$ cat src/rtl/ret_stack_pkg.sv
package ret_stack_pkg;
  // One request is served per cycle, picked by fixed priority in the top.
  typedef enum logic [1:0] {
    OP_NONE = 2'd0,
    OP_PUSH = 2'd1,
    OP_POP  = 2'd2,
    OP_TOSW = 2'd3
  } stk_op_e;
endpackage

$ cat src/rtl/ret_stack_rst_sync.sv
module ret_stack_rst_sync (
  input  logic clk_i,
  input  logic rst_ni,
  output logic rst_no
);
  logic [1:0] sync_q;

  always_ff @(posedge clk_i or negedge rst_ni) begin
    if (!rst_ni) sync_q <= 2'b00;
    else         sync_q <= {sync_q[0], 1'b1};
  end

  assign rst_no = sync_q[1];
endmodule

$ cat src/rtl/ret_stack_ptr.sv
module ret_stack_ptr
  import ret_stack_pkg::*;
#(
  parameter int DEPTH = 31,
  parameter int PTR_W = $clog2(DEPTH + 1)
) (
  input  logic             clk_i,
  input  logic             rst_ni,
  input  stk_op_e          op_i,
  input  logic             cfg_rst_en_i,
  input  logic [1:0]       flag_clr_i,
  output logic [PTR_W-1:0] sp_o,
  output logic             full_o,
  output logic             unf_o,
  output logic             rst_req_o
);
  localparam logic [PTR_W-1:0] SP_MAX = PTR_W'(DEPTH);

  logic [PTR_W-1:0] sp_q, sp_d;
  logic             sp_en;
  logic             full_q, full_d, unf_q, unf_d, req_q, req_d;
  logic             at_top, at_bot, ovf, udf;

  assign at_top = (sp_q == SP_MAX);
  assign at_bot = (sp_q == '0);
  assign ovf    = (op_i == OP_PUSH) && at_top;
  assign udf    = (op_i == OP_POP)  && at_bot;

  always_comb begin
    sp_en = 1'b0;
    sp_d  = sp_q;
    if (op_i == OP_PUSH && !at_top) begin
      sp_en = 1'b1;
      sp_d  = sp_q + 1'b1;
    end else if (op_i == OP_POP && !at_bot) begin
      sp_en = 1'b1;
      sp_d  = sp_q - 1'b1;
    end
    // a fault in the same cycle wins over a software clear
    full_d = ovf | (full_q & ~flag_clr_i[1]);
    unf_d  = udf | (unf_q  & ~flag_clr_i[0]);
    req_d  = cfg_rst_en_i & (ovf | udf);
  end

  always_ff @(posedge clk_i or negedge rst_ni) begin
    if (!rst_ni) begin
      sp_q   <= '0;
      full_q <= 1'b0;
      unf_q  <= 1'b0;
      req_q  <= 1'b0;
    end else begin
      if (sp_en) sp_q <= sp_d;
      full_q <= full_d;
      unf_q  <= unf_d;
      req_q  <= req_d;
    end
  end

  assign sp_o      = sp_q;
  assign full_o    = full_q;
  assign unf_o     = unf_q;
  assign rst_req_o = req_q;

  // pop on a non-empty stack lowers the pointer
  a_r3_pop_dec: assert property (@(posedge clk_i) disable iff (!rst_ni)
    (op_i == OP_POP && !at_bot) |=> (sp_q == $past(sp_q) - 1'b1));
  // overflow sets the flag and holds the pointer
  a_r4_full_hold: assert property (@(posedge clk_i) disable iff (!rst_ni)
    (op_i == OP_PUSH && at_top) |=> (full_q && $stable(sp_q)));
  // underflow sets the flag and keeps the pointer at zero
  a_r5_unf_hold: assert property (@(posedge clk_i) disable iff (!rst_ni)
    (op_i == OP_POP && at_bot) |=> (unf_q && sp_q == '0));
  // no reset request while the option is off
  a_r8_no_req_off: assert property (@(posedge clk_i) disable iff (!rst_ni)
    !cfg_rst_en_i |=> !req_q);
  // flags stay set until cleared
  a_r9_full_sticky: assert property (@(posedge clk_i) disable iff (!rst_ni)
    (full_q && !flag_clr_i[1]) |=> full_q);
  a_r9_unf_sticky: assert property (@(posedge clk_i) disable iff (!rst_ni)
    (unf_q && !flag_clr_i[0]) |=> unf_q);
endmodule

$ cat src/rtl/ret_stack_mem.sv
module ret_stack_mem
  import ret_stack_pkg::*;
#(
  parameter int DEPTH  = 31,
  parameter int ADDR_W = 21,
  parameter int PTR_W  = $clog2(DEPTH + 1),
  parameter int NBYTES = (ADDR_W + 7) / 8
) (
  input  logic              clk_i,
  input  stk_op_e           op_i,
  input  logic [PTR_W-1:0]  sp_i,
  input  logic [ADDR_W-1:0] pc_i,
  input  logic [NBYTES-1:0] tos_wr_i,
  input  logic [7:0]        tos_wdata_i,
  output logic [ADDR_W-1:0] tos_o
);
  localparam logic [PTR_W-1:0] SP_MAX = PTR_W'(DEPTH);

  logic [ADDR_W-1:0] mem_q [1:DEPTH];
  logic [ADDR_W-1:0] rd_data, merged, wr_data;
  logic [PTR_W-1:0]  wr_idx;
  logic              wr_en;

  // read the entry the pointer addresses; empty stack reads zero
  always_comb begin
    rd_data = '0;
    for (int e = 1; e <= DEPTH; e++) begin
      if (sp_i == PTR_W'(e)) rd_data = mem_q[e];
    end
  end

  always_comb begin
    for (int i = 0; i < ADDR_W; i++) begin
      merged[i] = tos_wr_i[i / 8] ? tos_wdata_i[i % 8] : rd_data[i];
    end
  end

  always_comb begin
    wr_en   = 1'b0;
    wr_idx  = sp_i;
    wr_data = merged;
    if (op_i == OP_PUSH && sp_i != SP_MAX) begin
      wr_en   = 1'b1;
      wr_idx  = sp_i + 1'b1;
      wr_data = pc_i;
    end else if (op_i == OP_TOSW && sp_i != '0) begin
      wr_en   = 1'b1;
    end
  end

  for (genvar g = 1; g <= DEPTH; g++) begin : g_entry
    always_ff @(posedge clk_i) begin
      if (wr_en && wr_idx == PTR_W'(g)) mem_q[g] <= wr_data;
    end
  end

  assign tos_o = rd_data;
endmodule

$ cat src/rtl/ret_stack_ctrl.sv
module ret_stack_ctrl
  import ret_stack_pkg::*;
#(
  parameter int DEPTH  = 31,
  parameter int ADDR_W = 21,
  parameter int PTR_W  = $clog2(DEPTH + 1),
  parameter int NBYTES = (ADDR_W + 7) / 8
) (
  input  logic              clk_i,
  input  logic              rst_ni,
  input  logic [ADDR_W-1:0] pc_i,
  input  logic              call_push_i,
  input  logic              push_i,
  input  logic              ret_pop_i,
  input  logic              pop_i,
  input  logic [NBYTES-1:0] tos_wr_i,
  input  logic [7:0]        tos_wdata_i,
  input  logic [1:0]        flag_clr_i,
  input  logic              cfg_rst_en_i,
  output logic [ADDR_W-1:0] tos_o,
  output logic [PTR_W-1:0]  sp_o,
  output logic              full_o,
  output logic              unf_o,
  output logic              rst_req_o
);
  localparam logic [PTR_W-1:0] SP_MAX = PTR_W'(DEPTH);

  logic    rst_s_n;
  logic    push_req, pop_req, tosw_req;
  stk_op_e op;

  ret_stack_rst_sync u_rst (
    .clk_i  (clk_i),
    .rst_ni (rst_ni),
    .rst_no (rst_s_n)
  );

  assign push_req = call_push_i | push_i;
  assign pop_req  = ret_pop_i | pop_i;
  assign tosw_req = |tos_wr_i;

  // fixed priority: push over pop over top-entry write
  always_comb begin
    if (push_req)      op = OP_PUSH;
    else if (pop_req)  op = OP_POP;
    else if (tosw_req) op = OP_TOSW;
    else               op = OP_NONE;
  end

  ret_stack_ptr #(.DEPTH(DEPTH), .PTR_W(PTR_W)) u_ptr (
    .clk_i        (clk_i),
    .rst_ni       (rst_s_n),
    .op_i         (op),
    .cfg_rst_en_i (cfg_rst_en_i),
    .flag_clr_i   (flag_clr_i),
    .sp_o         (sp_o),
    .full_o       (full_o),
    .unf_o        (unf_o),
    .rst_req_o    (rst_req_o)
  );

  ret_stack_mem #(.DEPTH(DEPTH), .ADDR_W(ADDR_W), .PTR_W(PTR_W), .NBYTES(NBYTES)) u_mem (
    .clk_i       (clk_i),
    .op_i        (op),
    .sp_i        (sp_o),
    .pc_i        (pc_i),
    .tos_wr_i    (tos_wr_i),
    .tos_wdata_i (tos_wdata_i),
    .tos_o       (tos_o)
  );

  // a push on a non-full stack shows the pushed PC on top
  a_r2_push_loads_pc: assert property (@(posedge clk_i) disable iff (!rst_s_n)
    (push_req && sp_o != SP_MAX) |=> (tos_o == $past(pc_i)));
  // simultaneous push and pop acts as a push
  a_r7_push_wins: assert property (@(posedge clk_i) disable iff (!rst_s_n)
    (push_req && pop_req && sp_o != SP_MAX) |=> (sp_o == $past(sp_o) + 1'b1));
  // a low-byte-only write leaves the upper bits alone
  a_r6_low_byte_only: assert property (@(posedge clk_i) disable iff (!rst_s_n)
    (!push_req && !pop_req && tos_wr_i == NBYTES'(1) && sp_o != '0)
      |=> (tos_o[ADDR_W-1:8] == $past(tos_o[ADDR_W-1:8]) && tos_o[7:0] == $past(tos_wdata_i)));
  // empty stack reads zero
  a_r10_empty_zero: assert property (@(posedge clk_i) disable iff (!rst_s_n)
    (sp_o == '0) |-> (tos_o == '0));
endmodule

$ cat config.mk
export PLATFORM = sky130hd
export DESIGN_NAME = ret_stack_ctrl
export DESIGN_NICKNAME = d
export VERILOG_FILES = /design/src/rtl/ret_stack_pkg.sv /design/src/rtl/ret_stack_rst_sync.sv /design/src/rtl/ret_stack_ptr.sv /design/src/rtl/ret_stack_mem.sv /design/src/rtl/ret_stack_ctrl.sv
export SDC_FILE = /design/constraint.sdc
export NUM_CORES = 1
export LEC_CHECK = 0
export BUFFER_PORTS_ARGS = -buffer_cell sky130_fd_sc_hd__buf_2
export CORE_ASPECT_RATIO = 2
export CORE_UTILIZATION = 50
export DETAILED_ROUTE_END_ITERATION = 10
export PLACE_DENSITY = 0.76
export SLEW_MARGIN = 20
export SYNTH_ARGS = -nofsm -noshare
export SYNTH_HDL_FRONTEND = slang
export SYNTH_HIERARCHICAL = 1
export SYNTH_SLANG_ARGS = --single-unit
$ cat constraint.sdc
create_clock -name clk_i -period 8.96 [get_ports clk_i]
set_clock_uncertainty 0.05 [all_clocks]
set_input_delay 0.448 -clock clk_i [delete_from_list [all_inputs] [get_ports clk_i]]
set_output_delay 0.448 -clock clk_i [all_outputs]
set_load 0.005 [all_outputs]
Yosys cells after proc, flatten, opt, wreduce, memory -nomap -nowiden. Memory sizes are Yosys's and may differ from the RTL's. Index checks and enable logic that the tools add are counted.

Output and inout bits: 29. Bits of input ports: 41. Memory bits (writable): 651. Logic and storage cells: 373. Memories kept: 1. Flip-flop bits (word level): 10.

Memories: u_mem.mem_q (words 31, bits a word 21, rd ports 31, clocked after Yosys merged registers in 0, wr ports 1, RTL line ret_stack_mem.sv:19) `logic [ADDR_W-1:0] mem_q [1:DEPTH];`.

Equality and inequality tests: 66. Bitwise logic cells: 10. $add $sub $neg: 2. Muxes and demuxes: 215. Reductions and logical operators: 74.

Operators by type and width (count): $mux 21 (62); $reduce_or 21->1 (30); $mux 5 (33); $eq 5x5->1 const B (32); $mux 1 (117); $eq 5x4->1 const B (16); $eq 5x3->1 const B (8); $logic_and 1x1->1 (37); $eq 5x2->1 const B (4); $eq 5x1->1 const B (2); $mux 2 (3); $add 5x1->5 const B (1); $logic_not 5->1 (1); $ne 5x5->1 const B (1); $or 1x1->1 (5); $reduce_bool 5->1 (1); $sub 5x1->5 const B (1); $eq 2x2->1 const B (2); $and 1x1->1 (3); $reduce_or 3->1 (1); $eq 2x1->1 const B (1); $logic_not 1->1 (2); $not 1->1 (2); $reduce_and 2->1 (1); $reduce_bool 2->1 (1).

Depth between registers and ports, before layout.
Depth after elaboration: 64. Depth in mapped cells: 16. Depth with buffers taken out: 11.

Cells and area by module. The synthesis kept the hierarchy.

By module, submodules not included: ret_stack_mem (area an instance 27492.6 µm², instances 1, seq. area each 19548.7 µm², cells an instance 1931); ret_stack_ptr (area an instance 528.0 µm², instances 1, seq. area each 200.2 µm², cells an instance 51); ret_stack_rst_sync (area an instance 53.8 µm², instances 1, seq. area each 50.0 µm², cells an instance 3); ret_stack_ctrl (area an instance 32.5 µm², instances 1, seq. area each 0.0 µm², cells an instance 5).

Worst setup path before layout. OpenSTA, ideal clock, no wires.

Kind: register to register. Start point: register u_ptr.sp_q[1], in the netlist u_ptr/sp_o[1]. End point: register, netlist name u_mem/mem_q[0][120]. Required time: 8.451 ns. Stages on the path, launching flop included: 13. Arrival time: 4.551 ns. Setup slack: 3.900 ns. Clock period less this slack: 5.060 ns. Library setup time: 0.459 ns. Buffers on the path: 6. Path through: dfrtp_1 ha_1 buf_2 clkbuf_1 clkbuf_1 and3_1 ha_1 clkbuf_1 nor2_1 and2_1 clkbuf_1 clkbuf_1 o31ai_1.

RTL lines: start: declaration (RTL line ret_stack_ptr.sv:19) `logic [PTR_W-1:0] sp_q, sp_d;`; start signal: assignment (RTL line ret_stack_ptr.sv:52) `if (sp_en) sp_q <= sp_d;`.

Final worst setup path.
Start point: register u_ptr.sp_q[0], in the netlist u_ptr/sp_o[0]. End point: output port tos_o[3].

Word-level cells in the longest chain between the ends: 32. Elaborated cells on any way between the ends: 62. Classes of those cells: eq/ne (31); mux (31).

RTL lines: $eq 5x1->1 (RTL line ret_stack_mem.sv:28) `if (sp_i == PTR_W'(e)) rd_data = mem_q[e];`; $mux 21 (30 in series) (RTL line ret_stack_mem.sv:28); $mux 21 (*) (RTL line ret_stack_mem.sv:28); end: declaration (RTL line ret_stack_ctrl.sv:20) `output logic [ADDR_W-1:0] tos_o,`.

Every way passes the cells marked *; elsewhere a longest branch is shown, timed or not.

==> results by group <==
Worst setup path
  • Worst Path Arrival: 5.52 ns
  • Setup CP Type: reg2out
  • Critical path launch point type: flip-flop
  • WP buf/inv: 5
  • Crit-path slowest cell: o41ai_1
  • CP max FO: 42
  • R2R depth: 10
  • Crit-path cells: inv_1, ha_2, buf_4, inv_1, o21ai_0, o2bb2ai_1, a22oi_1, o221a_1, o41ai_1, buf_4, o31a_1, mux2i_1, buf_2
  • CP Depth: 13
  • CP max stage delay: 0.81 ns
  • CP top delay family: compound AO/OA/AOI/OAI gates
  • WP data required: 8.46 ns
  • Critical Path End Type: output pin

Clock tree
  • Post-CTS sizing: 0
  • CTS Buf Count: 51
  • Clk Latency, worst-skew pair: 0.62 ns
  • Clk sink count: 661
  • Hold Buf Count CTS: 2
  • Root buffer cell: clkbuf_16
  • Setup Fix Bufs, Post-CTS: 0
  • H-tree Lvls: 2
  • Worst-path clk slew: 0.07 ns
  • CTS tree: yes
  • CTS Buffer Depth: 3

Logic synthesis
  • Top post-synthesis cells by count: edfxtp_1, nor2_1, nand2_1
  • Synth Cell Area: 28100 um2
  • Dominant cells by area after synthesis: edfxtp_1, nor2_1, o21ai_0
  • Largest area contributor in the netlist: edfxtp_1
  • Top-count cell post-synth: edfxtp_1
  • Syn Nets: 2041
  • Async set-reset flop share out of synthesis: 1.51%
  • Flops & latches, synth: 661
  • Syn_area_per_cell: 14.1 um2
  • Mapped Cells: 1990
  • Count of different cell masters after synthesis: 109
  • Post-synth EDFFs: 651
  • YS warnings: 6
  • Seq/Total Area, Yosys: 70.4%
  • Share of the synthesized area in the top cell type: 69.6%
  • Most used DFF post-synth: edfxtp_1

Finish
  • Post-layout util: 56.1%
  • Nets: 2075
  • Layout cells sized above 1: 14.6%
  • Area Overhead vs Synth: 10.6%
  • Fill cell count: 4231
  • Final cell count without fillers: 2810

Global routing
  • Busiest grt layer: met2
  • Initial antenna violation count: 2
  • Number of global-route vias before repair: 19010
  • GR Util met2: 58.0%
  • Met1 GRT Util: 34.4%
  • M3 GR Usage: 4.99%
  • GRT Resource Usage Total: 33.8%
  • Largest net degree at the start of global routing: 68
  • Global-route wire length before repair: 134 mm
  • GRT overflow: 0

STA
  • Final Hold Viols: 0
  • Max frequency: 166 MHz
  • Fin crit period: 6.02 ns
  • Worst slew margin: 17.9%
  • Setup_tns: 0 ns
  • Period utilisation layout: 67.2%
  • Final setup fails: 0
  • Count of pins over their slew limit: 0
  • Final worst setup slack: 2.94 ns
  • RSZ-0062 raised after global routing: no
  • Worst slew pin tran: 1.23 ns

Place
  • Gpl congestion: 0.977
  • PortBufs: 69
  • Dpl ws: 3.27 ns
  • Placed cells: 2712
  • Detailed Place HPWL: 64.4 mm

Power and ir drop
  • Worst VDD drop: 0.000504 V
  • Power Density: 371 nW/um2
  • Static leakage power: 0.0100 uW
  • Final Power: 11500 uW

Run
  • Max Cap Viol: 0

Route
  • DRC: 0
  • DR WL/cell: 33.9 um
  • Routed vias/inst: 6.96
  • First-pass DRT Iterations: 6
  • DR iter-0 viols: 2498
  • Vias: 19565
  • Post-DRT Antenna Nets: 0
  • Final WL: 95.3 mm

Hold path
  • Worst hold path depth: 3
  • Min-Delay Path Class: in2reg

Floorplanning
  • Initial Utilization: 50.7%
  • # IOs: 70
  • Core area: 55400 um2
  • Die footprint: 57200 um2
  • Die Wd: 170 um
  • Die height: 337 um
  • Std cell rows: 122

Outcome
  • Outcome: complete, no violations
[cell type report]
type                            instances  area, um2  share of cell area [%]
Inverter                               25       93.8                   0.302
Antenna cell                            1       2.50                 0.00805
Timing Repair Buffer                  113        684                    2.20
Clock buffer                           60       1350                    4.35
Sequential cell                       661      19800                    63.7
Tap cell                              744        931                    3.00
Multi-Input combinational cell       1172       7820                    25.1
Clock inverter                         34        398                    1.28
[tightest hold or removal path: stages]
cell	delay, ns
buf_2	0.09
inv_1	0.04
a21o_1	0.09
[cells in the final DEF (no fill, tap or decap), drive strengths merged, types with 19 or more instances in the layout]
master / n
nor3: 52
nand3: 52
o22ai: 50
nand2: 141
o21ai: 128
a22oi: 25
inv: 24
o2bb2ai: 21
o221ai: 25
clkinv: 22
a211oi: 19
a21o: 23
clkbuf: 60
nor2: 152
nand2b: 26
edfxtp: 651
a21oi: 100
a221oi: 45
buf: 111
[kinds of logic after synthesis]
kind of cell / count (synthesis) / synth area share (%)
compound gates: 593 / 15.1
xor+xnor: 4 / 0.125
fa+ha+maj: 10 / 0.472
buf+inv: 157 / 3.00
flops: 661 / 70.4
mux: 8 / 0.285
other cells: 1 / 0.0133
simple gates: 556 / 10.6
[per-stage QoR]
| stage | cell area [um2] | hold WS, ns |
|---|---|---|
| finish | 31100 | 0.0458 |
| global route | 31100 | 0.0790 |
| CTS | 31000 | 0.0336 |
| detailed placement | 29200 | 0.107 |
| global placement | 29200 | 0.0859 |
| floorplan | 28100 | 0.0446 |
[final timing paths]
check	startpoint	endpoint	slack, ns
max reg2reg	u_ptr/sp_o[1]	u_mem/mem_q[0][290]	2.97
min	flag_clr_i[1]	u_ptr/full_o	0.05
min reg2reg	u_rst/sync_q[1]	u_ptr/sp_o[0]	0.11
min in group asynchronous	rst_ni	u_rst/sync_q[0]	0.10
max	u_ptr/sp_o[0]	tos_o[3]	2.94
max in group asynchronous	u_rst/sync_q[1]	u_ptr/sp_o[2]	8.46
[flip-flops by register name (all words and copies together), names as in the netlist]
register	cells
u_ptr/rst_req_o	1
u_mem/mem_q	651
u_ptr/unf_o	1
u_rst/sync_q	2
u_ptr/full_o	1
u_ptr/sp_o	5
[metal layers]
layer	routed length, um	vias up
met3	8680	421
met4	11600	0
li1	-	7991
met1	27700	9611
met5	0	-
met2	47400	1542
[where the power goes]
group	switching, uW	internal (uW)
combinational	3580	1240
sequential	152	4170
clock	1060	1340
total	4800	6750
(Power assumes the default switching activity.)
